[src/rtl/irq_stack_pkg.sv]
package irq_stack_pkg;

    localparam int          ADDR_W      = 16;
    localparam int          OFS_W       = 6;
    localparam logic [9:0]  STACK_PAGE  = 10'b0000000011;
    localparam int          FRAME_BYTES = 5;
    localparam int          CALL_BYTES  = 2;
    localparam int          SLOT_PCL    = 0;
    localparam int          SLOT_PCH    = 1;
    localparam int          SLOT_X      = 2;
    localparam int          SLOT_A      = 3;
    localparam int          SLOT_CCR    = 4;
    localparam int          MASK_BIT    = 3;
    localparam logic [7:0]  CCR_FIXED   = 8'hE0;
    localparam logic [7:0]  CCR_MASKED  = 8'hE8;

    typedef enum logic [2:0] {
        ST_IDLE, ST_PUSH, ST_PULL, ST_VEC_HI, ST_VEC_LO, ST_FINISH
    } seq_state_e;

    typedef enum logic [2:0] {
        K_RESET, K_IRQ, K_CALL, K_RTI, K_RTS
    } seq_kind_e;

    typedef enum logic [1:0] {
        SP_HOLD, SP_LOAD, SP_DEC, SP_INC
    } sp_op_e;

endpackage

[src/rtl/irq_sp_unit.sv]
module irq_sp_unit
    import irq_stack_pkg::*;
(
    input  logic              clk,
    input  logic              rst_n,
    input  sp_op_e            op_i,
    output logic [ADDR_W-1:0] sp_o,
    output logic [ADDR_W-1:0] sp_up_o
);

    logic [OFS_W-1:0] ofs_q;
    logic [OFS_W-1:0] ofs_up;

    assign ofs_up  = ofs_q + OFS_W'(1);
    assign sp_o    = {STACK_PAGE, ofs_q};
    assign sp_up_o = {STACK_PAGE, ofs_up};

    always_ff @(posedge clk or negedge rst_n) begin
        if (!rst_n) begin
            ofs_q <= '1;
        end else begin
            case (op_i)
                SP_LOAD: ofs_q <= '1;
                SP_DEC:  ofs_q <= ofs_q - OFS_W'(1);
                SP_INC:  ofs_q <= ofs_up;
                default: ofs_q <= ofs_q;
            endcase
        end
    end

    assert_rsp_load_R2: assert property (@(posedge clk) disable iff (!rst_n)
        (op_i == SP_LOAD) |=> (sp_o == 16'h00FF));

    assert_dec_wrap_R3: assert property (@(posedge clk) disable iff (!rst_n)
        (op_i == SP_DEC) |=> (sp_o[OFS_W-1:0] == $past(sp_o[OFS_W-1:0]) - OFS_W'(1)));

    assert_inc_wrap_R3: assert property (@(posedge clk) disable iff (!rst_n)
        (op_i == SP_INC) |=> (sp_o[OFS_W-1:0] == $past(sp_o[OFS_W-1:0]) + OFS_W'(1)));

endmodule

[src/rtl/irq_pend_latch.sv]
module irq_pend_latch #(
    parameter int N_REQ = 4,
    localparam int ID_W = (N_REQ > 1) ? $clog2(N_REQ) : 1
) (
    input  logic             clk,
    input  logic             rst_n,
    input  logic [N_REQ-1:0] req_i,
    input  logic             mask_i,
    input  logic             take_i,
    output logic             ready_o,
    output logic [ID_W-1:0]  gnt_o
);

    logic [N_REQ-1:0] pend_q;
    logic [N_REQ-1:0] clr;

    always_comb begin
        gnt_o = '0;
        for (int i = N_REQ - 1; i >= 0; i--) begin
            if (pend_q[i]) gnt_o = ID_W'(i);
        end
    end

    always_comb begin
        clr = '0;
        if (take_i) clr[gnt_o] = 1'b1;
    end

    assign ready_o = (|pend_q) && !mask_i;

    always_ff @(posedge clk or negedge rst_n) begin
        if (!rst_n) pend_q <= '0;
        else        pend_q <= (pend_q & ~clr) | req_i;
    end

    for (genvar g = 0; g < N_REQ; g++) begin : g_hold
        assert_req_held_R7: assert property (@(posedge clk) disable iff (!rst_n)
            (pend_q[g] && !(take_i && (gnt_o == ID_W'(g)))) |=> pend_q[g]);
    end

    assert_take_unmasked_R7: assert property (@(posedge clk) disable iff (!rst_n)
        take_i |-> (!mask_i && pend_q[gnt_o]));

    assert_take_lowest_R10: assert property (@(posedge clk) disable iff (!rst_n)
        take_i |-> ((pend_q & ((N_REQ'(1) << gnt_o) - N_REQ'(1))) == '0));

endmodule

[src/rtl/irq_seq_fsm.sv]
module irq_seq_fsm
    import irq_stack_pkg::*;
#(
    parameter int                N_REQ       = 4,
    parameter logic [ADDR_W-1:0] RESET_VEC   = 16'h3FFE,
    parameter logic [ADDR_W-1:0] IRQ_VEC_TOP = 16'h3FFA,
    localparam int ID_W = (N_REQ > 1) ? $clog2(N_REQ) : 1
) (
    input  logic              clk,
    input  logic              rst_n,
    input  logic              rsp_i,
    input  logic              rti_i,
    input  logic              rts_i,
    input  logic              call_i,
    input  logic              enter_i,
    input  logic              ready_i,
    input  logic [ID_W-1:0]   gnt_i,
    output logic              take_o,
    input  logic [15:0]       cpu_pc_i,
    input  logic [7:0]        cpu_a_i,
    input  logic [7:0]        cpu_x_i,
    input  logic [7:0]        cpu_ccr_i,
    input  logic [ADDR_W-1:0] sp_i,
    input  logic [ADDR_W-1:0] sp_up_i,
    output sp_op_e            sp_op_o,
    output logic              mem_we_o,
    output logic              mem_re_o,
    output logic [ADDR_W-1:0] mem_addr_o,
    output logic [7:0]        mem_wdata_o,
    input  logic [7:0]        mem_rdata_i,
    output logic              busy_o,
    output logic              done_o,
    output logic              pc_load_o,
    output logic [15:0]       pc_o,
    output logic              ccr_load_o,
    output logic [7:0]        ccr_o,
    output logic              ax_load_o,
    output logic [7:0]        a_o,
    output logic [7:0]        x_o
);

    seq_state_e        state_q;
    seq_kind_e         kind_q;
    logic [2:0]        idx_q;
    logic [2:0]        last_q;
    logic [ID_W-1:0]   gnt_q;
    logic [7:0]        slot_q [FRAME_BYTES];
    logic [ADDR_W-1:0] vec_addr;
    logic              idle, cmd_rsp, cmd_rti, cmd_rts, cmd_call;

    assign idle     = (state_q == ST_IDLE);
    assign cmd_rsp  = idle && rsp_i;
    assign cmd_rti  = idle && !rsp_i && rti_i;
    assign cmd_rts  = idle && !rsp_i && !rti_i && rts_i;
    assign cmd_call = idle && !rsp_i && !rti_i && !rts_i && call_i;
    assign take_o   = idle && !rsp_i && !rti_i && !rts_i && !call_i && enter_i && ready_i;

    assign vec_addr = (kind_q == K_RESET) ? RESET_VEC
                                          : IRQ_VEC_TOP - (ADDR_W'(gnt_q) << 1);

    // state register and captured data
    always_ff @(posedge clk or negedge rst_n) begin
        if (!rst_n) begin
            state_q <= ST_VEC_HI;
            kind_q  <= K_RESET;
            idx_q   <= '0;
            last_q  <= '0;
            gnt_q   <= '0;
            for (int i = 0; i < FRAME_BYTES; i++) slot_q[i] <= '0;
        end else begin
            unique case (state_q)
                ST_IDLE: begin
                    if (cmd_rti) begin
                        kind_q  <= K_RTI;
                        idx_q   <= 3'(SLOT_CCR);
                        state_q <= ST_PULL;
                    end else if (cmd_rts) begin
                        kind_q  <= K_RTS;
                        idx_q   <= 3'(SLOT_PCH);
                        state_q <= ST_PULL;
                    end else if (cmd_call || take_o) begin
                        kind_q           <= cmd_call ? K_CALL : K_IRQ;
                        idx_q            <= '0;
                        last_q           <= cmd_call ? 3'(CALL_BYTES - 1) : 3'(FRAME_BYTES - 1);
                        gnt_q            <= gnt_i;
                        slot_q[SLOT_PCL] <= cpu_pc_i[7:0];
                        slot_q[SLOT_PCH] <= cpu_pc_i[15:8];
                        slot_q[SLOT_X]   <= cpu_x_i;
                        slot_q[SLOT_A]   <= cpu_a_i;
                        slot_q[SLOT_CCR] <= cpu_ccr_i | CCR_FIXED;
                        state_q          <= ST_PUSH;
                    end
                end
                ST_PUSH: begin
                    if (idx_q == last_q)
                        state_q <= (kind_q == K_IRQ) ? ST_VEC_HI : ST_FINISH;
                    else
                        idx_q <= idx_q + 3'd1;
                end
                ST_PULL: begin
                    slot_q[idx_q] <= mem_rdata_i;
                    if (idx_q == 3'd0) state_q <= ST_FINISH;
                    else               idx_q   <= idx_q - 3'd1;
                end
                ST_VEC_HI: begin
                    slot_q[SLOT_PCH] <= mem_rdata_i;
                    state_q          <= ST_VEC_LO;
                end
                ST_VEC_LO: begin
                    slot_q[SLOT_PCL] <= mem_rdata_i;
                    state_q          <= ST_FINISH;
                end
                ST_FINISH: state_q <= ST_IDLE;
                default:   state_q <= ST_IDLE;
            endcase
        end
    end

    // outputs
    always_comb begin
        sp_op_o     = SP_HOLD;
        mem_we_o    = 1'b0;
        mem_re_o    = 1'b0;
        mem_addr_o  = '0;
        mem_wdata_o = '0;
        done_o      = 1'b0;
        pc_load_o   = 1'b0;
        ccr_load_o  = 1'b0;
        ax_load_o   = 1'b0;
        pc_o        = {2'b00, slot_q[SLOT_PCH][5:0], slot_q[SLOT_PCL]};
        ccr_o       = '0;
        a_o         = slot_q[SLOT_A];
        x_o         = slot_q[SLOT_X];
        unique case (state_q)
            ST_IDLE: if (cmd_rsp) sp_op_o = SP_LOAD;
            ST_PUSH: begin
                mem_we_o    = 1'b1;
                mem_addr_o  = sp_i;
                mem_wdata_o = slot_q[idx_q];
                sp_op_o     = SP_DEC;
            end
            ST_PULL: begin
                mem_re_o   = 1'b1;
                mem_addr_o = sp_up_i;
                sp_op_o    = SP_INC;
            end
            ST_VEC_HI: begin
                mem_re_o   = 1'b1;
                mem_addr_o = vec_addr;
            end
            ST_VEC_LO: begin
                mem_re_o   = 1'b1;
                mem_addr_o = vec_addr + ADDR_W'(1);
            end
            ST_FINISH: begin
                done_o = 1'b1;
                unique case (kind_q)
                    K_RESET: begin
                        pc_load_o  = 1'b1;
                        ccr_load_o = 1'b1;
                        ccr_o      = CCR_MASKED;
                    end
                    K_IRQ: begin
                        pc_load_o  = 1'b1;
                        ccr_load_o = 1'b1;
                        ccr_o      = slot_q[SLOT_CCR] | CCR_MASKED;
                    end
                    K_RTI: begin
                        pc_load_o  = 1'b1;
                        ccr_load_o = 1'b1;
                        ax_load_o  = 1'b1;
                        ccr_o      = slot_q[SLOT_CCR] | CCR_FIXED;
                    end
                    K_RTS:   pc_load_o = 1'b1;
                    default: ;
                endcase
            end
            default: ;
        endcase
    end

    assign busy_o = !idle;

    assert_vec_after_frame_R6: assert property (@(posedge clk) disable iff (!rst_n)
        (state_q == ST_VEC_HI && kind_q == K_IRQ) |->
            ($past(state_q) == ST_PUSH && $past(idx_q) == 3'(FRAME_BYTES - 1)));

    assert_done_single_R12: assert property (@(posedge clk) disable iff (!rst_n)
        done_o |=> !done_o);

endmodule

[src/rtl/irq_stack_seq.sv]
module irq_stack_seq
    import irq_stack_pkg::*;
#(
    parameter int                N_REQ       = 4,
    parameter logic [ADDR_W-1:0] RESET_VEC   = 16'h3FFE,
    parameter logic [ADDR_W-1:0] IRQ_VEC_TOP = 16'h3FFA
) (
    input  logic              clk,
    input  logic              rst_n,
    input  logic [N_REQ-1:0]  irq_req_i,
    input  logic [15:0]       cpu_pc_i,
    input  logic [7:0]        cpu_a_i,
    input  logic [7:0]        cpu_x_i,
    input  logic [7:0]        cpu_ccr_i,
    input  logic              enter_i,
    input  logic              rti_i,
    input  logic              call_i,
    input  logic              rts_i,
    input  logic              rsp_i,
    output logic              mem_we_o,
    output logic              mem_re_o,
    output logic [ADDR_W-1:0] mem_addr_o,
    output logic [7:0]        mem_wdata_o,
    input  logic [7:0]        mem_rdata_i,
    output logic [ADDR_W-1:0] sp_o,
    output logic              irq_pending_o,
    output logic              busy_o,
    output logic              done_o,
    output logic              pc_load_o,
    output logic [15:0]       pc_o,
    output logic              ccr_load_o,
    output logic [7:0]        ccr_o,
    output logic              ax_load_o,
    output logic [7:0]        a_o,
    output logic [7:0]        x_o
);

    localparam int ID_W = (N_REQ > 1) ? $clog2(N_REQ) : 1;

    sp_op_e            sp_op;
    logic [ADDR_W-1:0] sp_up;
    logic              ready, take;
    logic [ID_W-1:0]   gnt;

    irq_sp_unit u_sp (
        .clk     (clk),
        .rst_n   (rst_n),
        .op_i    (sp_op),
        .sp_o    (sp_o),
        .sp_up_o (sp_up)
    );

    irq_pend_latch #(.N_REQ(N_REQ)) u_pend (
        .clk     (clk),
        .rst_n   (rst_n),
        .req_i   (irq_req_i),
        .mask_i  (cpu_ccr_i[MASK_BIT]),
        .take_i  (take),
        .ready_o (ready),
        .gnt_o   (gnt)
    );

    irq_seq_fsm #(
        .N_REQ       (N_REQ),
        .RESET_VEC   (RESET_VEC),
        .IRQ_VEC_TOP (IRQ_VEC_TOP)
    ) u_fsm (
        .clk         (clk),
        .rst_n       (rst_n),
        .rsp_i       (rsp_i),
        .rti_i       (rti_i),
        .rts_i       (rts_i),
        .call_i      (call_i),
        .enter_i     (enter_i),
        .ready_i     (ready),
        .gnt_i       (gnt),
        .take_o      (take),
        .cpu_pc_i    (cpu_pc_i),
        .cpu_a_i     (cpu_a_i),
        .cpu_x_i     (cpu_x_i),
        .cpu_ccr_i   (cpu_ccr_i),
        .sp_i        (sp_o),
        .sp_up_i     (sp_up),
        .sp_op_o     (sp_op),
        .mem_we_o    (mem_we_o),
        .mem_re_o    (mem_re_o),
        .mem_addr_o  (mem_addr_o),
        .mem_wdata_o (mem_wdata_o),
        .mem_rdata_i (mem_rdata_i),
        .busy_o      (busy_o),
        .done_o      (done_o),
        .pc_load_o   (pc_load_o),
        .pc_o        (pc_o),
        .ccr_load_o  (ccr_load_o),
        .ccr_o       (ccr_o),
        .ax_load_o   (ax_load_o),
        .a_o         (a_o),
        .x_o         (x_o)
    );

    assign irq_pending_o = ready;

    assert_stack_page_R1: assert property (@(posedge clk) disable iff (!rst_n)
        mem_we_o |-> (mem_addr_o[ADDR_W-1:OFS_W] == STACK_PAGE));

    assert_push_then_dec_R3: assert property (@(posedge clk) disable iff (!rst_n)
        mem_we_o |-> (mem_addr_o == sp_o) ##1 (sp_o[OFS_W-1:0] == $past(sp_o[OFS_W-1:0]) - OFS_W'(1)));

    assert_pull_above_sp_R3: assert property (@(posedge clk) disable iff (!rst_n)
        (mem_re_o && mem_addr_o[ADDR_W-1:OFS_W] == STACK_PAGE) |->
            (mem_addr_o[OFS_W-1:0] == sp_o[OFS_W-1:0] + OFS_W'(1)));

    assert_no_rw_clash_R3: assert property (@(posedge clk) disable iff (!rst_n)
        !(mem_we_o && mem_re_o));

    assert_ccr_fixed_R8: assert property (@(posedge clk) disable iff (!rst_n)
        ccr_load_o |-> (ccr_o[7:5] == 3'b111));

    assert_pc_top_clear_R9: assert property (@(posedge clk) disable iff (!rst_n)
        pc_load_o |-> (pc_o[15:14] == 2'b00));

endmodule

[config.mk]
export PLATFORM = sky130hd
export DESIGN_NAME = irq_stack_seq
export DESIGN_NICKNAME = d
export VERILOG_FILES = /design/src/rtl/irq_stack_pkg.sv /design/src/rtl/irq_sp_unit.sv /design/src/rtl/irq_pend_latch.sv /design/src/rtl/irq_seq_fsm.sv /design/src/rtl/irq_stack_seq.sv
export SDC_FILE = /design/constraint.sdc
export NUM_CORES = 1
export LEC_CHECK = 0
export BUFFER_PORTS_ARGS = -buffer_cell sky130_fd_sc_hd__buf_2
export CORE_MARGIN = 2
export CORE_UTILIZATION = 43
export CTS_CLUSTER_DIAMETER = 200
export CTS_CLUSTER_SIZE = 8
export DETAILED_ROUTE_END_ITERATION = 10
export GPL_TIMING_DRIVEN = 0
export PLACE_DENSITY = 0.7
export RECOVER_POWER = 100
export SLEW_MARGIN = 5
export SYNTH_ARGS = -nofsm -noshare
export SYNTH_HDL_FRONTEND = slang
export SYNTH_SLANG_ARGS = --single-unit
[constraint.sdc]
create_clock -name clk -period 5.1 [get_ports clk]
set_clock_uncertainty 0.15 [all_clocks]
set_input_delay 0.51 -clock clk [delete_from_list [all_inputs] [get_ports clk]]
set_output_delay 0.51 -clock clk [all_outputs]
set_load 0.02 [all_outputs]
=== After elaboration in Yosys (flattened, before gate mapping) ===
Cells that the tools add are included.

* $add $sub $neg: 6
* Reductions and logical operators: 40
* $mul: 0
* Div/mod/pow operators: 0
* Shift operators: 0
* Equality and inequality tests: 20
* Muxes and demuxes: 54
* Order comparisons: 4
* Bitwise operators: 6

{| class="wikitable"
|+ Operators with widths
! kind !! number
|-
| $mux 40 || 3
|-
| $pmux 8 s3 || 3
|-
| $pmux 16 s4 || 1
|-
| $pmux 24 s2 || 1
|-
| $mux 3 || 15
|-
| $bwmux 40 || 1
|-
| $mux 8 || 5
|-
| $bmux 8 s3 || 1
|-
| $demux 8 s3 || 1
|-
| $reduce_and 4->1 || 5
|-
| $pmux 6 s3 || 1
|-
| $add 16x1->16 const B || 1
|-
| $mux 16 || 1
|-
| $pmux 3 s5 || 1
|-
| $reduce_bool 3->1 || 5
|-
| $sub 14x3->15 const A || 1
|-
| $logic_and 1x1->1 || 13
|-
| $mux 1 || 11
|-
| $mux 2 || 5
|-
| $ne 2x2->1 const B || 5
|-
| $eq 3x2->1 const B || 3
|-
| $eq 3x3->1 const B || 3
|-
| $logic_not 3->1 || 3
|-
| $pmux 3 s3 || 1
|-
| 29 further kinds || 40
|}

* Bits in writable memories: 0
* Bits of input ports: 59
* Bits in read-only memories: 0
* Bits in latches: 0
* Memories: 0
* Flip-flop bits (word level): 64
* Output and inout bits: 88

=== Logic depth before layout (Yosys ltp) ===
Gate-level depths: netlist (run 1).

* Word-level depth: 12
* Mapped depth: 11

=== By module ===
From an unflattened synthesis (run 1), not the netlist that was laid out.

* Cell total of the unflattened synthesis: 534
* Area, all modules: 4,551.9 µm²

{| class="wikitable"
|+ By module, submodules not included
! module !! instances !! cells each !! area an instance (µm²) !! seq. area each (µm²)
|-
| irq_seq_fsm || 1 || 440 || 3,742.3 || 1,328.8
|-
| irq_sp_unit || 1 || 75 || 616.8 || 157.7
|-
| irq_pend_latch || 1 || 19 || 192.7 || 100.1
|}

=== Least setup slack after synthesis (run 1) ===
Ideal clock, no wire load.

* Kind: reg2out
* Start: register u_fsm.state_q[0]
* End: output port ccr_o[5]
* Slack: 2,517 ps
* Arrival time: 1,923 ps
* Required time: 4,440 ps
* Cell stages (with the launch flop): 6
* Path through: dfstp_2 > buf_4 > and2b_1 > nand2_1 > nor3_1 > buf_4

* Cells in the longest elaborated chain, start to end: 2

{| class="wikitable"
|+ Ends and longest elaborated chain
! what !! RTL line !! text
|-
| start, declared || irq_seq_fsm.sv:42 || <nowiki>seq_state_e state_q;</nowiki>
|-
| start signal, assigned || irq_seq_fsm.sv:96 || <nowiki>state_q <= (kind_q == K_IRQ) ? ST_VEC_HI : ST_FINISH;</nowiki>
|-
| $eq 3x3->1 || irq_seq_fsm.sv:134 || <nowiki>unique case (state_q)</nowiki>
|-
| $mux 8 || irq_seq_fsm.sv:134 ||
|-
| end, declared || irq_stack_seq.sv:32 || <nowiki>output logic [7:0] ccr_o,</nowiki>
|}

Every way passes these cells.

=== Worst setup path after layout (run 1) ===
* Start: register u_fsm.state_q[1]
* End: register u_fsm.idx_q[2]

* Cells in the longest elaborated chain, start to end: 10

{| class="wikitable"
|+ Ends and longest elaborated chain
! what !! RTL line !! text
|-
| $logic_not 3->1 || irq_seq_fsm.sv:51, irq_seq_fsm.sv:71 ||
|-
| $logic_and 1x1->1 || n/a ||
|-
| $logic_and 1x1->1 || irq_seq_fsm.sv:54, irq_seq_fsm.sv:55, irq_seq_fsm.sv:56 ||
|-
| $logic_and 1x1->1 || irq_seq_fsm.sv:55, irq_seq_fsm.sv:56 ||
|-
| $logic_and 1x1->1 (3 in series) || irq_seq_fsm.sv:56 || <nowiki>assign take_o = idle && !rsp_i && !rti_i && !rts_i && !call_i && enter_i && ready_i;</nowiki>
|-
| $logic_or 1x1->1 || irq_seq_fsm.sv:81 || <nowiki>end else if (cmd_call || take_o) begin</nowiki>
|-
| $ne 4x4->1 (no source line) || n/a ||
|-
| $reduce_and 4->1 (no source line) || n/a ||
|-
| end signal, assigned || irq_seq_fsm.sv:75 || <nowiki>idx_q <= 3'(SLOT_CCR);</nowiki>
|-
| end signal, assigned || irq_seq_fsm.sv:79 || <nowiki>idx_q <= 3'(SLOT_PCH);</nowiki>
|-
| end signal, assigned || irq_seq_fsm.sv:98 || <nowiki>idx_q <= idx_q + 3'd1;</nowiki>
|-
| end, declared || irq_seq_fsm.sv:44 || <nowiki>logic [2:0] idx_q;</nowiki>
|}

Several ways; a longest one is shown, not always the timed one.
A chain may end at the register's enable or synchronous reset.

==> qor.txt, run 1 <==
Drc violations: 0
Setup bufs post-CTS: 0
ANT cells: 0
Critical Path RT: 5.17 ns
Die width: 105.4 µm
CTS tree: yes
Mean Syn Cell Area: 9.169 µm²
Slew HR: -1.243
Placeable Area: 0.01014 mm²
Crit path max-delay cell type: dfstp_2
Clk sink count: 63
Routability cong.: 0.9018
Area of the multi-input gates: 0.002171 mm²
Hold-fix buffers, CTS: 0
First-pass GRT wire length: 20380 µm
Cell variety after synth: 69
Initial drt markers: 298
1st-pass router iterations: 5
Die H: 105.4 µm
Hold_sp: irq_req_i[0]
Nets: 695
Max FO, Critical Path: 10
Failing checks: max-capacitance violations, max-slew violations
Post-DP HPWL: 9771 µm
Vias per cell: 5.563
Fillers: 1022
Port bufs: 128
CTS root buf: clkbuf_8
Tmin final: 3.616 ns
Critical-path cell list: clkbuf_1, clkinvlp_2, or3_1, clkbuf_1, inv_1, clkbuf_1, fa_1, nor2_1, a2111oi_0, nor2_1
Die Area: 0.01110 mm²
Finished Core Util: 0.5176
Worst hold path class: input pin to flop
Async set-or-reset flop fraction in the synthesized netlist: 1.000
Maximum Capacitance Violations: 1
I/O Pins: 147
Number of synthesized register bits: 63
Pleak: 2.271 nW
Seq. cell area: 0.001587 mm²
Wire per inst: 16.57 µm
Sequential Power Share: 0.261
Synth-to-Final Area Change: 18.74%
Commonest non-fill, non-tap cell in the layout: clkbuf_1
CTS max path bufs: 2
Max-slew violation count: 64
Total GRT Usage: 0.2313
Commonest cells after routing, fill and taps aside: 82 x clkbuf_1, 76 x buf_2, 55 x dfrtp_1
Setup ws final: 1.484 ns
Initial antenna violation count: 0
Synth Warn #: 0
Clock group share of total power: 0.113
Fin cells: 774
Arr. time, crit path: 3.69 ns
CP dominant cell by count: clkbuf_1
Worst R2R End: u_fsm.idx_q[2]
Worst-path clk slew: 0.08 ns
Antenna-violating nets left: 0
Critical Path Start: u_fsm.state_q[1]
Crit-path max cell delay: 0.51 ns
Starting Density: 0.4359
Fraction of layout instances using a drive strength above 1: 0.2680
Crit path launch type: flop
Grt total ovfl: 0
Rows: 37
Peak VDD IR: 0.2895 mV
Worst Tran Pin Value: 3.365 ns
Count of final hold-check violations: 0
Synthesized instance count: 482
Total CTS buffers: 9
Post-synth EDFFs: 0
Top_reg_cell synth: dfrtp_1
Sw power: 1.761 mW
Inst Count DP: 758
Final wirelength: 12820 µm
Crit path buffers/inverters: 5
CTS HTree Levels: 3
Setup crit end kind: flop
Comb power frac: 0.625
Final setup violation count: 0
Hold Path End: u_pend.pend_q[0]
CP top delay family: buffers and inverters
Final period utilization: 0.7091
Latest clock arrival within the worst-skew pair: 0.35 ns
Vias: 4306
Internal: 1.809 mW
Post-CTS Resized: 0
Run status: finished, violations left
Max Clk Rate: 276.5 MHz
Largest net degree at the start of global routing: 64
Seq/Total Area, Yosys: 0.3590
Setup_tns: 0 ns
Unrepaired setup endpoints after global routing: no
R2R setup slack: 1.48 ns
Vias in the first global route: 3995
Power Density: 680.2 mW/mm²
Hold path depth: 2
Worst Setup Path Type: flop to flop
Sw Ratio: 0.4933
R2R Path Start: u_fsm.state_q[1]
Post-synthesis cell area: 0.004419 mm²
DP Worst Slack: 2.261 ns
R2R cell count: 10
[logic make-up (layout without fill, tap and decap cells)]
logic type	after synthesis	after routing	synth area share
AND/OR/NAND/NOR	126	126	0.1566
multiplexers	10	10	0.02293
XOR/XNOR	9	9	0.01784
AO/OA/AOI/OAI	174	174	0.2916
buffers and inverters	95	239	0.1401
adder cells (fa/ha/maj)	3	3	0.01019
other	2	14	0.001699
flip-flops	63	63	0.3590
[registers in the layout (all words and copies together), names as in the netlist]
register       cells
u_fsm.pc_o        14
u_sp.ofs_q         6
u_fsm.kind_q       3
u_fsm.x_o          8
u_fsm.a_o          8
u_fsm.gnt_q        2
u_fsm.last_q       2
u_fsm.idx_q        3
u_fsm.slot_q      10
u_pend.pend_q      4
u_fsm.state_q      3
[synth_stat cells (3+ instances only)]
cell	n	area, µm²
o21ai_0	20	100.1
nor2_1	31	116.4
xor2_1	3	26.28
a211oi_1	3	22.52
a2bb2oi_1	22	192.7
dfrtp_1	55	1376
buf_4	55	412.9
a2bb2oi_2	8	120.1
a21oi_1	31	155.2
inv_2	3	11.26
nand2_1	24	90.09
buf_6	5	56.30
o22a_1	4	35.03
nand2_2	3	18.77
a22oi_1	19	142.6
nand3_1	9	45.04
o2bb2ai_1	8	70.07
o31ai_1	4	30.03
or3_1	11	68.82
clkbuf_1	10	37.54
o22ai_1	27	168.9
buf_2	13	65.06
o21a_1	4	30.03
and2_1	7	43.79
nand2b_1	5	31.28
inv_1	7	26.28
mux2i_1	9	90.09
xnor2_1	6	52.55
nor3_1	10	50.05
nor2b_1	7	43.79
dfstp_2	8	210.2
[worst max path at each step]
| stage | end | slack (ns) | cells after the start |
|---|---|---|---|
| final | u_fsm.idx_q[2] | 1.48 | 10 |
| after CTS | ccr_o[2] | 1.88 | 6 |
| after floorplan | ccr_o[5] | 2.52 | 5 |
| after detailed placement | ccr_o[2] | 2.26 | 6 |
| after global placement | ccr_o[2] | 2.29 | 6 |
| after global routing | u_fsm.state_q[2] | 0.98 | 1 |
[worst reg2reg max path, cell delays in order (launching register included)]
cell        delay (ns)
dfstp_2           0.51
clkbuf_1          0.33
clkinvlp_2        0.34
or3_1             0.42
clkbuf_1          0.24
inv_1             0.15
clkbuf_1          0.49
fa_1              0.35
nor2_1            0.06
a2111oi_0         0.35
nor2_1            0.11
[final cells by class]
cell class,count,share of cell area
clock buffer,10,0.02623
tap,136,0.03243
multi-input combinational,336,0.4137
inverter,11,0.008107
sequential,63,0.3023
buffer,84,0.1021
clock inverter,6,0.008107
timing repair buffer,128,0.1071
[metrics by stage]
step                instance area (µm²)  power (mW)  hold slack (ns)
floorplan                          4464       2.655          0.06441
global placement                   5275       3.253           0.3222
detailed placement                 5278       3.294           0.3276
CTS                                5458       3.705           0.1325
global route                       5248       3.822           0.1778
finish                             5248       3.569           0.1867
[routing by layer]
metal / GRT usage / vias up / routed length (µm)
met2: 0.3687 / 181 / 6258
li1: - / 2029 / -
met5: 0 / - / 0
met3: 0.04082 / 29 / 799
met4: 0.1048 / 0 / 337
met1: 0.3064 / 2067 / 5428
[power groups by stage]
| stage | combinational, mW | sequential [mW] | clock [mW] |
|---|---|---|---|
| 2_1_floorplan | 1.75 | 0.909 | 0 |
| 3_3_place_gp | 2.31 | 0.940 | 0 |
| 3_5_place_dp | 2.35 | 0.946 | 0 |
| 4_1_cts | 2.36 | 0.938 | 0.412 |
| 5_1_grt | 2.43 | 0.959 | 0.438 |
| 6_report | 2.23 | 0.933 | 0.404 |
Power figures use the tool's default switching activity.
==> run 2: changes to the inputs <==
ABC_AREA = 1   (was unset)
PLACE_DENSITY = 0.72   (was 0.7)
clock period = 3.15 ns   (was 5.1 ns; I/O delays follow)
==> qor.txt, run 2 <==
Post-DP HPWL: 10600 µm (+8.5%)
CP top delay family: simple AND/OR/NAND/NOR gates
Area share of the largest cell type after synthesis: 0.2936 (-0.01779)
Die H: 108.4 µm (+2.9%)
DP Worst Slack: 0.6147 ns (-1.646 ns)
Run status: finished, violations left
Antenna-violating nets left: 0 (unchanged)
First-pass GRT wire length: 21900 µm (+7.5%)
Commonest non-fill, non-tap cell in the layout: nand2_1
Pleak: 3.006 nW (+32%)
Internal: 2.921 mW (+61%)
Post-CTS Resized: 0 (unchanged)
Met3 Use GR: 0.03496 (-0.005856)
Synth top area cells: dfrtp_1 29%, nand2_1 17%, buf_4 8.5%
Setup_tns: 0 ns (unchanged)
Max FO, Critical Path: 10 (unchanged)
Main combinational cell family by area after synthesis: simple AND/OR/NAND/NOR gates
Final setup violation count: 0 (unchanged)
Worst hold path class: input pin to flop
Sw power: 3.215 mW (+83%)
ANT cells: 0 (unchanged)
CTS tree: yes
R2R setup slack: 0.42 ns (-1.06 ns)
Count of final hold-check violations: 0 (unchanged)
Die width: 108.4 µm (+2.9%)
Wire per inst: 14.07 µm (-15%)
Most common cell in the netlist: nand2_1
Peak VDD IR: 0.3646 mV (+26%)
Critical-path cell list: buf_6, nand2_2, nor2_2, nor2_1, inv_1, o21ai_0, o211ai_1, clkbuf_1
CTS HTree Levels: 3 (unchanged)
Setup crit end kind: primary output
Clk sink count: 63 (unchanged)
Initial antenna violation count: 0 (unchanged)
Failing checks: max-capacitance violations, max-slew violations
Total GRT Usage: 0.2397 (+0.008455)
GRT met2 Usage: 0.3754 (+0.006783)
Seq/Total Area, Yosys: 0.3385 (-0.02051)
Met1 GRT Util: 0.3306 (+0.02422)
Mean Syn Cell Area: 6.812 µm² (-26%)
Post-synthesis cell area: 0.004687 mm² (+6.1%)
Commonest cells after routing, fill and taps aside: 219 x nand2_1, 79 x inv_1, 73 x clkbuf_1
Vias in the first global route: 4395 (+10%)
1st-pass router iterations: 6 (+1)
Leading cell types by count after synthesis: 217 x nand2_1, 75 x inv_1, 55 x dfrtp_1
Nets: 907 (+31%)
Setup bufs post-CTS: 0 (unchanged)
Port bufs: 129 (+0.78%)
Tmin final: 2.935 ns
Initial drt markers: 406 (+36%)
Crit-path max cell delay: 0.53 ns (+0.02 ns)
Worst-path clk slew: 0.07 ns (about the same)
Power Density: 1075 mW/mm² (+58%)
Critical Path RT: 2.68 ns (-2.49 ns)
Vias per cell: 4.969 (-11%)
Number of synthesized register bits: 63 (unchanged)
Max-slew violation count: 64 (unchanged)
Worst Tran Pin Value: 1.599 ns (-1.765 ns)
Total CTS buffers: 9 (unchanged)
Drc violations: 0 (unchanged)
Cell variety after synth: 37 (-46%)
Synth-to-Final Area Change: 21.76%
CTS root buf: clkbuf_8
Sw Ratio: 0.5240 (+0.03073)
Max Clk Rate: 340.8 MHz
Slew HR: -0.06633 (+1.177)
Async set-or-reset flop fraction in the synthesized netlist: 1.000 (unchanged)
Latest clock arrival within the worst-skew pair: 0.35 ns (about the same)
Clock group share of total power: 0.127 (+0.014)
Yosys top cell by area: dfrtp_1
Crit path launch type: flop
Starting Density: 0.4362 (about the same)
Global route hottest layer: met2
CTS max path bufs: 2 (unchanged)
I/O Pins: 147 (unchanged)
Xor and xnor area share after synthesis: 0.001869 (-0.01597)
Mux contribution to synthesized area: 0 (-0.02293)
Worst Setup Path Type: flop to primary output
Grt total ovfl: 0 (unchanged)
Synthesized instance count: 688 (+43%)
Inst Count DP: 969 (+28%)
Post-synth EDFFs: 0 (unchanged)
Largest net degree at the start of global routing: 64 (unchanged)
Top_reg_cell synth: dfrtp_1
Crit path buffers/inverters: 3 (-2)
Die Area: 0.01175 mm² (+5.8%)
Arr. time, crit path: 2.47 ns (-1.22 ns)
Fraction of layout instances using a drive strength above 1: 0.2035 (-0.06450)
Synth Area in Simple Gates: 0.3476 (+0.1910)
Rows: 38 (+2.7%)
Vias: 4919 (+14%)
Sequential Power Share: 0.251 (-0.010)
Maximum Capacitance Violations: 1 (unchanged)
Final wirelength: 13930 µm (+8.6%)
Placeable Area: 0.01075 mm² (+6.0%)
Crit path max-delay cell type: dfstp_2
Unrepaired setup endpoints after global routing: no
Post-synthesis compound-gate area fraction: 0.1231 (-0.1686)
Post-Synth Adder-Cell Area: 0.009610 (-0.0005823)
Synth Warn #: 0 (unchanged)
Max reg flops: 14 (unchanged)
Fin cells: 990 (+28%)
Routability cong.: 0.9084 (+0.73%)
Setup ws final: 0.2154 ns (-1.268 ns)
Comb power frac: 0.622 (-0.003)
Final period utilization: 0.9316
-- run 2: cell families (layout without fill, tap and decap cells) --
logic type | after synthesis | count (layout)
buffers and inverters | 156 | 306
AOI/OAI and AO/OA | 103 | 103
DFF | 63 | 63
and+or+nand+nor | 360 | 360
xor gates and xnor gates | 1 | 1
adders and majority gates | 3 | 3
other | 2 | 14
-- run 2: metal layers --
metal	up-vias	part of all wire
met5	-	0
met1	2187	0.43
met2	224	0.46
met3	29	0.078
met4	0	0.029
li1	2479	-
-- run 2: final cells by class --
class / instances / area (µm²)
flip-flops and latches: 63 / 1587
multi-input cells: 481 / 2295
well taps: 140 / 175.2
repair buffers: 134 / 621.8
fillers: 1147 / 5039
clock buffers: 12 / 165.2
inverters: 83 / 311.5
plain buffers: 73 / 499.2
clock inverters: 4 / 52.55
-- run 2: power by group through the flow --
stage	Combinational [mW]	Clock (mW)	Sequential [mW]
after global placement	3.87	0	1.56
after floorplan	2.87	0	1.52
final	3.82	0.780	1.54
after global routing	4.24	0.827	1.59
after detailed placement	3.92	0	1.55
after CTS	3.94	0.783	1.54
-- run 2: through the flow --
step           utilization  hold WS [ns]  cell area (µm²)  power [mW]
2_1_floorplan            -       -0.1306             4732       4.391
3_3_place_gp        0.5168        0.3031             5553       5.424
3_5_place_dp        0.5170        0.3087             5555       5.475
4_1_cts             0.5419        0.1219             5823       6.262
5_1_grt             0.5311        0.1317             5707       6.660
6_report            0.5311        0.1240             5707       6.136
-- run 2: timing repair --
item	CTS	global route
hold buffers	5	0
setup endpoints to repair	0	0
hold endpoints to repair	59	0
-- run 2: final timing paths --
path | start | to | cells after the start
setup / recovery | u_fsm.state_q[1] | mem_addr_o[2] | 8
setup reg to reg | u_fsm.state_q[2] | u_fsm.pc_o[4] | 10
hold reg to reg | u_fsm.slot_q[2] | u_fsm.slot_q[2] | 2
hold / removal | cpu_pc_i[8] | u_fsm.pc_o[8] | 5
max in group asynchronous | rst_n | u_fsm.x_o[5] | 2
min in group asynchronous | rst_n | u_pend.pend_q[3] | 2
-- run 2: tightest hold or removal path, cell delays in order --
cell and delay (ns):
buf_2 0.07, nand2_1 0.04, nand3_1 0.07, nand2_1 0.05, nand2_1 0.04
==> run 3: changes to the inputs <==
CAP_MARGIN = 10   (was unset)
CORE_UTILIZATION = 30   (was 43)
PLACE_DENSITY = 0.53   (was 0.72)
SYNTH_HIERARCHICAL = 1   (was unset)
==> qor.txt, run 3 <==
Post-CTS Resized: 0 (unchanged)
CTS HTree Levels: 3 (unchanged)
Vias: 5104 (+3.8%)
Setup crit end kind: primary output
Port bufs: 129 (unchanged)
Total GRT Usage: 0.1925 (-0.04720)
Async set-or-reset flop fraction in the synthesized netlist: 1.000 (unchanged)
Critical Path RT: 2.68 ns (about the same)
Inst Count DP: 1091 (+13%)
Run status: finished, violations left
Drc violations: 0 (unchanged)
Peak VDD IR: 0.2856 mV (-22%)
Wire per inst: 14.80 µm (+5.2%)
Clk sink count: 63 (unchanged)
Fin cells: 1108 (+12%)
Tmin final: 2.872 ns (-0.06261 ns)
Final wirelength: 16400 µm (+18%)
Count of final hold-check violations: 0 (unchanged)
Total CTS buffers: 9 (unchanged)
CTS max path bufs: 2 (unchanged)
Finished Core Util: 0.3787 (-0.1524)
Failing checks: max-capacitance violations, max-slew violations
Starting Density: 0.3049 (-0.1313)
Vias in the first global route: 4578 (+4.2%)
Setup ws final: 0.2780 ns (+0.06261 ns)
Unrepaired setup endpoints after global routing: no
Sequential Power Share: 0.247 (-0.004)
Worst hold slack: 0.01999 ns (-0.1040 ns)
Initial drt markers: 530 (+31%)
Final setup violation count: 0 (unchanged)
Critical-path cell list: inv_1, nand3_4, inv_1, clkbuf_1, a221o_1, clkbuf_1
Fillers: 1819 (+59%)
Arr. time, crit path: 2.41 ns (-0.06 ns)
Internal: 2.963 mW (+1.5%)
Power Density: 1009 mW/mm² (-6.1%)
Placeable Area: 0.01583 mm² (+47%)
Pleak: 3.177 nW (+5.7%)
Die Area: 0.01712 mm² (+46%)
Nets: 950 (+4.7%)
CP top delay family: buffers and inverters
CTS root buf: clkbuf_16
Rows: 46 (+21%)
ANT cells: 0 (unchanged)
Crit path launch type: flop
Max reg flops: 14 (unchanged)
Max FO, Critical Path: 10 (unchanged)
Hold-fix buffers, CTS: 2 (-3)
CTS tree: yes
DP Worst Slack: 0.5895 ns (-0.02516 ns)
Leading cell types by count after synthesis: 259 x nand2_1, 84 x nand3_1, 67 x inv_1
Setup_tns: 0 ns (unchanged)
Latest clock arrival within the worst-skew pair: 0.34 ns (about the same)
Clock group share of total power: 0.162 (+0.035)
Initial antenna violation count: 0 (unchanged)
Sw power: 3.086 mW (-4.0%)
Routability cong.: 0.8716 (-4.1%)
Number of synthesized register bits: 63 (unchanged)
Yosys top cell by area: dfrtp_1
Die H: 130.8 µm (+21%)
Commonest cells after routing, fill and taps aside: 265 x nand2_1, 84 x nand3_1, 74 x buf_2
Max Clk Rate: 348.2 MHz (+2.2%)
Synth top area cells: dfrtp_1 29%, nand2_1 20%, buf_4 9.0%
Fin area: 0.005993 mm² (+5.0%)
Post-synth EDFFs: 0 (unchanged)
Pwr Total: 6.049 mW (-1.4%)
Post-DP HPWL: 12660 µm (+19%)
Post-DP Area: 0.005816 mm² (+4.7%)
Worst hold path class: input pin to flop
Top_reg_cell synth: dfrtp_1
Post-synthesis cell area: 0.004826 mm² (+3.0%)
Seq/Total Area, Yosys: 0.3288 (-0.009741)
Max-slew violation count: 64 (unchanged)
Worst-path clk slew: 0.05 ns (-0.02 ns)
Final period utilization: 0.9117 (-0.01988)
Synthesized instance count: 727 (+5.7%)
Vias per cell: 4.606 (-7.3%)
Antenna-violating nets left: 0 (unchanged)
Area share of the largest cell type after synthesis: 0.2852 (-0.008451)
Die width: 130.8 µm (+21%)
Sw Ratio: 0.5101 (-0.01386)
Slew HR: -0.09445 (-0.02813)
Mean Syn Cell Area: 6.638 µm² (-2.6%)
Worst Tran Pin Value: 1.642 ns (+0.04219 ns)
Most common cell in the netlist: nand2_1
I/O Pins: 147 (unchanged)
Synth Warn #: 6 (+6)
Crit path buffers/inverters: 4 (+1)
First-pass GRT wire length: 24970 µm (+14%)
Setup bufs post-CTS: 0 (unchanged)
Grt total ovfl: 0 (unchanged)
1st-pass router iterations: 6 (unchanged)
Synth-to-Final Area Change: 24.19%
Largest net degree at the start of global routing: 64 (unchanged)
Comb power frac: 0.591 (-0.031)
Worst Setup Path Type: flop to primary output
Commonest non-fill, non-tap cell in the layout: nand2_1
Fraction of layout instances using a drive strength above 1: 0.1906 (-0.01295)
Crit path max-delay cell type: clkbuf_1
Cell variety after synth: 41 (+11%)
Crit-path max cell delay: 0.47 ns (-0.06 ns)
Maximum Capacitance Violations: 1 (unchanged)
==> run 3: changes by cell type after synthesis, moves of 8 or more <==
cell | previous run | this run
o22ai_1 | 16 | 3
nand3_1 | 41 | 84
o211ai_1 | 10 | 0
a221o_1 | 0 | 11
nand4_1 | 27 | 3
nand2_1 | 217 | 259
inv_1 | 75 | 67
==> run 3: worst paths after layout <==
path | cells past startpoint | from | slack [ns] | endpoint
max | 6 | u_fsm/state_q[2] | 0.28 | mem_addr_o[5]
min | 2 | irq_req_i[2] | 0.02 | u_pend/pend_q[2]
max reg2reg | 10 | u_fsm/state_q[0] | 0.34 | u_fsm/idx_q[2]
min reg2reg | 2 | u_fsm/slot_q[30] | 0.32 | u_fsm/slot_q[30]
max in group asynchronous | 2 | rst_n | 1.08 | u_fsm/pc_o[10]
min in group asynchronous | 2 | rst_n | 0.80 | u_pend/pend_q[1]
==> run 3: logic make-up (layout without fill, tap and decap cells) <==
family          Yosys count  after routing  synth area share
buf+inv                 150            296            0.1672
flops                    63             63            0.3288
simple gates            404            404            0.3588
fa+ha+maj                 3              3          0.009333
other cells               3             22          0.002333
compound gates           99             99            0.1245
xor+xnor                  5              5          0.009076
==> run 3: power groups by stage <==
stage	clock (mW)	sequential, mW	combinational, mW
floorplan	0	1.45	2.65
global placement	0	1.52	3.67
detailed placement	0	1.51	3.69
CTS	1.00	1.50	3.70
global route	1.04	1.55	4.00
finish	0.979	1.49	3.58
==> run 3: area by class of cell <==
cell class,count,area (µm²),share of cell area
sequential,63,1587,0.2647
tap,216,270.3,0.04509
timing repair buffer,131,594.3,0.09916
buffer,73,503.0,0.08392
multi-input combinational,533,2470,0.4121
clock buffer,11,232.7,0.03883
inverter,77,289.0,0.04823
clock inverter,4,47.55,0.007933
==> run 3: layer usage <==
layer  GRT usage  vias to the layer above  wire length [µm]  part of all wire
met5           0                        -                 0                 0
met4     0.05069                        0               176             0.011
met3     0.02687                       12              1003             0.061
met2      0.3088                      172              7602              0.46
met1      0.2733                     2334              7613              0.46
li1            -                     2586                 -                 -
